--- config.mk ---
export PLATFORM = sky130hd
export DESIGN_NAME = rtc_alarm_match
export DESIGN_NICKNAME = d
export VERILOG_FILES = /design/src/rtl/rtc_alarm_pkg.sv /design/src/rtl/alarm_field_decode.sv /design/src/rtl/alarm_update_pulse.sv /design/src/rtl/rtc_alarm_match.sv
export SDC_FILE = /design/constraint.sdc
export NUM_CORES = 1
export LEC_CHECK = 0
export ABC_CLOCK_PERIOD_IN_PS = 13870
export CAP_MARGIN = 40
export CORE_MARGIN = 1
export CORE_UTILIZATION = 45
export CTS_CLUSTER_DIAMETER = 150
export DETAILED_ROUTE_END_ITERATION = 6
export GPL_TIMING_DRIVEN = 0
export PLACE_DENSITY = 0.73
export SLEW_MARGIN = 10
export SYNTH_ARGS = -nofsm -noshare
export SYNTH_HDL_FRONTEND = slang
export SYNTH_SLANG_ARGS = --single-unit
--- constraint.sdc ---
create_clock -name clk -period 13.87 [get_ports clk]
set_input_delay 2.774 -clock clk [delete_from_list [all_inputs] [get_ports clk]]
set_output_delay 2.774 -clock clk [all_outputs]
set_load 0.02 [all_outputs]
--- src/rtl/rtc_alarm_pkg.sv ---
// Package: shared constants for the alarm comparator.
// Assumes the field order seconds, minutes, hours. Only the hour field
// gets 12/24-hour treatment.
package rtc_alarm_pkg;
    localparam int BYTE_W     = 8;
    localparam int NUM_FIELDS = 3;
    localparam int HOUR_IDX   = 2;
    localparam logic [1:0] WILD_MARK = 2'b11;

    typedef enum logic [1:0] {
        FLD_SEC  = 2'd0,
        FLD_MIN  = 2'd1,
        FLD_HOUR = 2'd2
    } field_e;
endpackage

--- src/rtl/alarm_field_decode.sv ---
// Module: alarm_field_decode
// Turns one raw time or alarm byte into a binary value.
// BCD decoding is applied unless bin_mode is set. For the hour field in
// 12-hour mode, the PM bit is stripped before decoding, the value is reduced
// modulo 12, and 12 is added for PM.
// Assumes BYTE_W >= 8. Purely combinational.
module alarm_field_decode #(
    parameter int BYTE_W  = 8,
    parameter bit IS_HOUR = 1'b0
) (
    input  logic [BYTE_W-1:0] raw,
    input  logic              bin_mode,
    input  logic              h24_mode,
    output logic [BYTE_W-1:0] norm
);
    localparam int NIB = 4;

    logic              twelve_hr;
    logic [BYTE_W-1:0] src;
    logic [BYTE_W-1:0] dec;
    logic [BYTE_W-1:0] folded;

    // Select 12-hour handling only for the hour field.
    assign twelve_hr = IS_HOUR && !h24_mode;

    // Strip the PM flag before decoding in 12-hour mode.
    always_comb begin
        src = raw;
        if (twelve_hr) src[BYTE_W-1] = 1'b0;
    end

    // BCD or binary decode.
    always_comb begin
        if (bin_mode)
            dec = src;
        else
            dec = BYTE_W'(src[2*NIB-1:NIB]) * BYTE_W'(10) + BYTE_W'(src[NIB-1:0]);
    end

    // Fold 12-hour values onto the 0..23 scale.
    always_comb begin
        folded = dec % BYTE_W'(12);
        if (raw[BYTE_W-1]) folded = folded + BYTE_W'(12);
    end

    // Pick the folded or the plain value.
    assign norm = twelve_hr ? folded : dec;
endmodule

--- src/rtl/alarm_update_pulse.sv ---
// Module: alarm_update_pulse
// Detects the rising edge of the update strobe. One cycle later it emits
// an update pulse, plus an alarm pulse when the match input is high.
// A held clock suppresses both.
// Assumes match is valid in the cycle of the strobe's rising edge.
module alarm_update_pulse (
    input  logic clk,
    input  logic rst_n,
    input  logic stb,
    input  logic hold,
    input  logic match,
    output logic hit,
    output logic tick
);
    logic stb_q;
    logic rise;

    // First high cycle of the strobe.
    assign rise = stb && !stb_q;

    // Register the previous strobe value and both output pulses.
    always_ff @(posedge clk) begin
        if (!rst_n) begin
            stb_q <= 1'b0;
            hit   <= 1'b0;
            tick  <= 1'b0;
        end else begin
            stb_q <= stb;
            tick  <= rise && !hold;
            hit   <= rise && !hold && match;
        end
    end

    // an alarm pulse never lasts two cycles.
    a_r8_single_hit: assert property (@(posedge clk) disable iff (!rst_n)
        hit |=> !hit);

    // an update pulse never lasts two cycles.
    a_r8_single_tick: assert property (@(posedge clk) disable iff (!rst_n)
        tick |=> !tick);

    // the alarm pulse always comes with the update pulse.
    a_r7_hit_with_tick: assert property (@(posedge clk) disable iff (!rst_n)
        hit |-> tick);

    // no pulse follows a cycle in which the clock was held.
    a_r9_no_tick_in_hold: assert property (@(posedge clk) disable iff (!rst_n)
        hold |=> !tick);
endmodule

--- src/rtl/rtc_alarm_match.sv ---
// Module: rtc_alarm_match (top)
// Compares the seconds, minutes and hours alarm bytes with the current time
// bytes on each update. Every byte is normalised to binary 24-hour form
// first. Alarm bytes with both top bits set are wildcards.
// Assumes the time bytes already hold the new value when upd_stb rises.
module rtc_alarm_match
    import rtc_alarm_pkg::*;
(
    input  logic              clk,
    input  logic              rst_n,
    input  logic              upd_stb,
    input  logic              clk_hold,
    input  logic              bin_mode,
    input  logic              h24_mode,
    input  logic [BYTE_W-1:0] tm_sec,
    input  logic [BYTE_W-1:0] tm_min,
    input  logic [BYTE_W-1:0] tm_hour,
    input  logic [BYTE_W-1:0] al_sec,
    input  logic [BYTE_W-1:0] al_min,
    input  logic [BYTE_W-1:0] al_hour,
    output logic              alarm_hit,
    output logic              tick_done
);
    logic [BYTE_W-1:0]     al_b    [NUM_FIELDS];
    logic [BYTE_W-1:0]     tm_b    [NUM_FIELDS];
    logic [BYTE_W-1:0]     al_norm [NUM_FIELDS];
    logic [BYTE_W-1:0]     tm_norm [NUM_FIELDS];
    logic [NUM_FIELDS-1:0] field_ok;
    logic                  all_ok;

    // Gather the ports into per-field arrays.
    assign al_b[FLD_SEC]  = al_sec;
    assign al_b[FLD_MIN]  = al_min;
    assign al_b[FLD_HOUR] = al_hour;
    assign tm_b[FLD_SEC]  = tm_sec;
    assign tm_b[FLD_MIN]  = tm_min;
    assign tm_b[FLD_HOUR] = tm_hour;

    // One decoder pair and one comparison per field.
    for (genvar i = 0; i < NUM_FIELDS; i++) begin : g_fld
        alarm_field_decode #(
            .BYTE_W (BYTE_W),
            .IS_HOUR(i == HOUR_IDX)
        ) u_al_dec (
            .raw     (al_b[i]),
            .bin_mode(bin_mode),
            .h24_mode(h24_mode),
            .norm    (al_norm[i])
        );

        alarm_field_decode #(
            .BYTE_W (BYTE_W),
            .IS_HOUR(i == HOUR_IDX)
        ) u_tm_dec (
            .raw     (tm_b[i]),
            .bin_mode(bin_mode),
            .h24_mode(h24_mode),
            .norm    (tm_norm[i])
        );

        assign field_ok[i] = (al_b[i][BYTE_W-1 -: 2] == WILD_MARK) ||
                             (al_norm[i] == tm_norm[i]);
    end

    // All fields must agree.
    assign all_ok = &field_ok;

    alarm_update_pulse u_pulse (
        .clk  (clk),
        .rst_n(rst_n),
        .stb  (upd_stb),
        .hold (clk_hold),
        .match(all_ok),
        .hit  (alarm_hit),
        .tick (tick_done)
    );

    // an all-wildcard alarm fires on every accepted update.
    a_r3_all_wild_fires: assert property (@(posedge clk) disable iff (!rst_n)
        ($rose(upd_stb) && !clk_hold &&
         al_sec[BYTE_W-1 -: 2] == WILD_MARK &&
         al_min[BYTE_W-1 -: 2] == WILD_MARK &&
         al_hour[BYTE_W-1 -: 2] == WILD_MARK) |=> alarm_hit);

    // a mismatched seconds field blocks the alarm.
    a_r11_sec_miss: assert property (@(posedge clk) disable iff (!rst_n)
        (al_sec[BYTE_W-1 -: 2] != WILD_MARK && al_sec == tm_sec + 8'd1 &&
         bin_mode) |=> !alarm_hit || $past(al_sec) != $past(tm_sec) + 8'd1 || !$past(bin_mode));
endmodule

# Yosys cells after proc, flatten, opt, wreduce, memory -nomap -nowiden
# Cells that the tools add are included.
# classes
addsub,8
n_reduce_logical,9
muxes,12
mul,6
n_eq_ne,6
div,2
# ops
cell,n
8-bit 2-to-1 mux,10
8-bit by 4-bit adder with 8-bit output,6
"4-bit by 3-bit multiplier with 7-bit output, second input constant",6
8-bit == test,3
"8-bit by 4-bit adder with 8-bit output, second input constant",2
"8-bit by 4-bit remainder unit with 8-bit output, second input constant",2
"2-bit == test, second input constant",3
1-bit logical AND,3
1-bit logical OR,3
3-bit AND reduction,1
1-bit zero test,2
1-bit 2-to-1 mux,2
# totals
output_inout_bits,2
ff_bits,3
in_bits,54
word_cells,46

# Longest topological paths before layout
# Gate-level depths: netlist (run 1).
# depth
depth_word,12
mapped_depth,21

# Hierarchy
# A second synthesis (run 1) with hierarchy kept.
# unflattened
hier_cells,472
hier_area_um2,3836.2
# by_module_without_submodules
mod,cells_each,n_inst,area_each_um2
alarm_field_decode (g_fld[2].u_al_dec ...),128,2,1049.8
alarm_field_decode (g_fld[0].u_al_dec ...),44,4,342.8
rtc_alarm_match,34,1,280.3
alarm_update_pulse,6,1,85.1

# Worst setup path before layout (run 1)
# OpenSTA, ideal clock, no wires.
# synth_path
path_type,input-to-reg
from,in al_hour[7]
to,reg u_pulse.hit
required_ns,13.784
slack_ns,7.367
arrival_time_ns,6.417
stages,20
path_cell_list,buf_2 nand2_1 xnor2_1 ha_1 inv_1 fa_1 nand2b_1 or4_4 nand4_4 nand2_1 o22ai_1 a221oi_1 and3_1 ha_1 nor2_1 xnor2_1 a21oi_1 a2111oi_0 a32oi_1 a221oi_2
# synth_via
elab_chain_cells,12
elab_cells_between_ends,13
cone_classes,add/sub (2); mul (1); div (1); eq/ne (2); mux (4); reduce/logical (3)
# synth_rtl
item,line_no,source
start: declaration,rtc_alarm_match.sv:20,"input logic [BYTE_W-1:0] al_hour,"
1-bit 2-to-1 mux,alarm_field_decode.sv:29,if (twelve_hr) src[BYTE_W-1] = 1'b0;
4-bit by 3-bit multiplier with 7-bit output,alarm_field_decode.sv:37,dec = BYTE_W'(src[2*NIB-1:NIB]) * BYTE_W'(10) + BYTE_W'(src[NIB-1:0]);
8-bit by 4-bit adder with 8-bit output,alarm_field_decode.sv:37,
8-bit 2-to-1 mux,alarm_field_decode.sv:34,if (bin_mode)
8-bit by 4-bit remainder unit with 8-bit output,alarm_field_decode.sv:42,folded = dec % BYTE_W'(12);
8-bit by 4-bit adder with 8-bit output,alarm_field_decode.sv:43,if (raw[BYTE_W-1]) folded = folded + BYTE_W'(12);
8-bit 2-to-1 mux,alarm_field_decode.sv:43,
8-bit 2-to-1 mux,alarm_field_decode.sv:47,assign norm = twelve_hr ? folded : dec;
8-bit == test,rtc_alarm_match.sv:62,(al_norm[i] == tm_norm[i]);
1-bit logical OR (*),rtc_alarm_match.sv:61,assign field_ok[i] = (al_b[i][BYTE_W-1 -: 2] == WILD_MARK) ||
3-bit AND reduction (*),rtc_alarm_match.sv:66,assign all_ok = &field_ok;
1-bit logical AND (*),alarm_update_pulse.sv:30,hit <= rise && !hold && match;
end signal: assignment,alarm_update_pulse.sv:30,
end: declaration,alarm_update_pulse.sv:12,"output logic hit,"
# Mark *: on every way between the ends. The rest lies on a longest branch, timed or not.
# A chain may end at the register's enable or synchronous reset.

# Worst setup path after layout (run 1)
# layout_path
from,in h24_mode
to,reg u_pulse.hit
# layout_via
elab_chain_cells,12
elab_cells_between_ends,20
cone_classes,add/sub (4); mul (2); div (2); eq/ne (1); mux (8); reduce/logical (3)
# layout_rtl
item,line_no,source
start: declaration,rtc_alarm_match.sv:14,"input logic h24_mode,"
1-bit 2-to-1 mux,alarm_field_decode.sv:29,
4-bit by 3-bit multiplier with 7-bit output,alarm_field_decode.sv:37,
8-bit by 4-bit adder with 8-bit output,alarm_field_decode.sv:37,
8-bit 2-to-1 mux,alarm_field_decode.sv:34,
8-bit by 4-bit remainder unit with 8-bit output,alarm_field_decode.sv:42,
8-bit by 4-bit adder with 8-bit output,alarm_field_decode.sv:43,
8-bit 2-to-1 mux,alarm_field_decode.sv:43,
8-bit 2-to-1 mux,alarm_field_decode.sv:47,
8-bit == test (*),rtc_alarm_match.sv:62,
1-bit logical OR (*),rtc_alarm_match.sv:61,
3-bit AND reduction (*),rtc_alarm_match.sv:66,
1-bit logical AND (*),alarm_update_pulse.sv:30,
# Marks and branches as above.

==> results of run 1 <==
==> worst min-delay path by stage <==
| stage | from | endpoint | slack, ps |
|---|---|---|---|
| floorplan | u_pulse.stb_q | u_pulse.tick | 390 |
| global placement | u_pulse.stb_q | u_pulse.tick | 410 |
| detailed placement | u_pulse.stb_q | u_pulse.tick | 430 |
| CTS | u_pulse.stb_q | u_pulse.tick | 420 |
| global route | u_pulse.stb_q | u_pulse.tick | 440 |
| finish | u_pulse.stb_q | u_pulse.tick | 420 |
==> layout make-up <==
type / count / area (µm²) / share of cell area
Sequential cell: 3 / 60.1 / 0.0145
Multi-Input combinational cell: 398 / 3210 / 0.777
Buffer: 11 / 56.3 / 0.0136
Timing Repair Buffer: 54 / 541 / 0.131
Tap cell: 99 / 124 / 0.0300
Clock buffer: 4 / 45.0 / 0.0109
Inverter: 26 / 97.6 / 0.0236
==> cell usage in the layout (no fill, tap or decap), types with 6 or more instances in the layout <==
cell type,n
and3_1,6
nand4_1,6
inv_1,26
clkdlybuf4s50_1,54
o21ai_0,18
nor3b_1,6
a21o_1,13
xnor2_1,39
nand2_1,26
buf_2,6
nand2b_1,8
a211oi_1,8
o22ai_1,6
nor2_1,31
a21oi_1,17
xor2_1,26
mux2i_1,6
nand3_1,13
nor3_1,15
fa_1,12
ha_1,42
==> per-layer routing <==
metal | track usage | part of all wire
met1 | 0.296 | 0.44
met4 | 0.0346 | 0.0069
met5 | 0 | 0
met3 | 0.0139 | 0.057
met2 | 0.439 | 0.49
==> per-stage QoR <==
step           hold WS, ps  utilization
3_5_place_dp           426        0.561
3_3_place_gp           410        0.561
6_report               421        0.567
4_1_cts                424        0.567
2_1_floorplan          395            -
5_1_grt                438        0.567
==> kinds of logic (layout without fill, tap and decap cells) <==
| logic type | Yosys count | count (layout) |
|---|---|---|
| flip-flops | 3 | 3 |
| XOR/XNOR | 66 | 66 |
| adder cells (fa/ha/maj) | 54 | 54 |
| multiplexers | 11 | 11 |
| AO/OA/AOI/OAI | 125 | 125 |
| AND/OR/NAND/NOR | 142 | 142 |
| buffers and inverters | 37 | 95 |
==> registers in the layout, summed over array words and instances, names as in the netlist <==
name	flops
u_pulse.hit	1
u_pulse.stb_q	1
u_pulse.tick	1
==> worst max-delay path, delay by kind of cell <==
family | cells | cell delay, ps
simple gates | 6 | 1440
xor+xnor | 2 | 420
compound gates | 6 | 1590
fa+ha+maj | 2 | 680
buf+inv | 2 | 1070
==> report_power, final <==
| part | switching (mW) | internal [mW] |
|---|---|---|
| Clock | 0.00658 | 0.0197 |
| Combinational | 0.117 | 0.0990 |
| Sequential | 0.0000626 | 0.00896 |
| Total | 0.123 | 0.128 |
==> results_dict.tcl, run 1 <==
set metrics [dict create \
    status "complete, no violations" \
    clkSinkCount 3 \
    dp_hpwl_um 7450 \
    synth-seq-area-share 0.0175 \
    hold_class "reg2reg" \
    overflow 0 \
    grt_pass1_vias 3350 \
    ff2ff_path_depth 3 \
    path_max_fanout 10 \
    finalSetupTns_ps 0 \
    dp_slack_ps 5910 \
    power_mw 0.251 \
    ir_drop_v 0.0000301 \
    drive_gt1_frac 0.0706 \
    place_inst 591 \
    path_cells "clkdlybuf4s50_1 -> clkbuf_1 -> nand3_1 -> fa_1 -> nand2b_1 -> nor3_1 -> xnor2_1 -> a21oi_1 -> nor3_1 -> o21ai_0 -> and3_1 -> ha_1 -> nor2_1 -> xnor2_1 -> a21oi_1 -> a2111oi_0 -> a32oi_1 -> a221oi_2" \
    fin_cells 595 \
    synthAdderAreaFrac 0.224 \
    reg2reg_to "u_pulse.hit" \
    critPathSlowestCell "a2111oi_0" \
    tightest_slew_ps 703 \
    yosys-top-cells-area "ha_1 15%, xnor2_1 10%, fa_1 7.0%" \
    p_leak_nw 1.68 \
    synthArstFlopShare 0 \
    yosysMostFrequentCell "ha_1" \
    hold_depth 1 \
    synthFlopType "dfxtp_1" \
    post_cts_buffers 0 \
    synth_top_family_by_area "compound AO/OA/AOI/OAI gates" \
    grt_pass1_wl_um 15000 \
    rows 31 \
    nNetsFinal 605 \
    cts_buffers 3 \
    synth-compound-area-share 0.280 \
    core_mm2 0.00729 \
    fin_crit_ps 7840 \
    regToRegStartpoint "u_pulse.stb_q" \
    maxSlewHeadroom 0.519 \
    ys_warn_count 0 \
    synth-edff-count 0 \
    muxShareOfSynthArea 0.0347 \
    finalCritPeriodShare 0.565 \
    synth_largest_area_cell "ha_1" \
    firstDrtPassIters 5 \
    clk_latency_ps 220 \
    drt_iter0_markers 204 \
    power.density_mw_per_mm2 60.7 \
    antenna_found_initial 0 \
    grt.total_usage 0.233 \
    crit_start "h24_mode" \
    crit_path_max_incr_delay_ps 630 \
    final_hold_viol_count 0 \
    rsz0062_at_grt "false" \
    synth-xor-area-share 0.173 \
    cp-end-kind "register" \
    io_pins 56 \
    cts_tree "yes" \
    postPlaceCellArea_mm2 0.00409 \
    syn_to_final_growth_pct 20.7 \
    grt_max_degree 11 \
    die_area_mm2 0.00796 \
    avgSynthCellArea_um2 7.82 \
    die_w_um 89.2 \
    place_congestion 0.858 \
    wire_per_inst_um 15.4 \
    postCtsHoldBufs 0 \
    synthTopCellsByCount "42 x ha_1, 39 x xnor2_1, 31 x nor2_1" \
    drc 0 \
    crit_type "in2reg" \
    h-tree-depth 1 \
    fillers 672 \
    fp.dieH_um 89.2 \
    drt-vias-per-instance 6.03 \
    fin_area_mm2 0.00413 \
    clock.fmax_mhz 128 \
    clk_pin_slew_ps 30 \
    finalMaxSlewViolations 0 \
    drtAntennaViolNets 0 \
    fin_ws_ps 6030 \
    numPortBuffers 54 \
    insertedDiodeCount 0 \
    setup_viol 0 \
    finClkSkew_ps 0.325 \
    cts_resized 0 \
    maxCapViolCount 0 \
    synth_fp_nets 546 \
    netlist_area_mm2 0.00342 \
    vias 3589 \
    synth.distinct_cells 80 \
    worstPathRequired_ps 14010 \
    crit_end "u_pulse.hit" \
    ys_ff_latch 3 \
    r2r_slack_ps 12750 \
    yosysTopAreaCellShare 0.153 \
    cts_buffer_depth 2 \
    synth-simple-area-share 0.227 \
    wl_um 9150 \
    initial_core_util 0.470 \
    cp.arrival_ps 7970 \
    cp-start-kind "input port" \
    root_buffer "clkbuf_8" \
    synth_cells 438 \
]
Note: power is estimated with default switching activity, not from simulation.
==> inputs of run 2 (changes only) <==
ABC_CLOCK_PERIOD_IN_PS = 8200   (was 13870)
clock period = 8.2 ns   (was 13.87 ns; I/O delays follow)
==> results of run 2 <==
The final DEF is identical to that of run 1. Status: complete, no violations.
Among the figures that moved: setup slack after placement 5910 ps -> 1380 ps; setup slack after layout 6030 ps -> 1500 ps; register-to-register setup slack 12750 ps -> 7080 ps; total power 0.251 mW -> 0.424 mW; worst IR drop on VDD 0.0000301 V -> 0.0000509 V
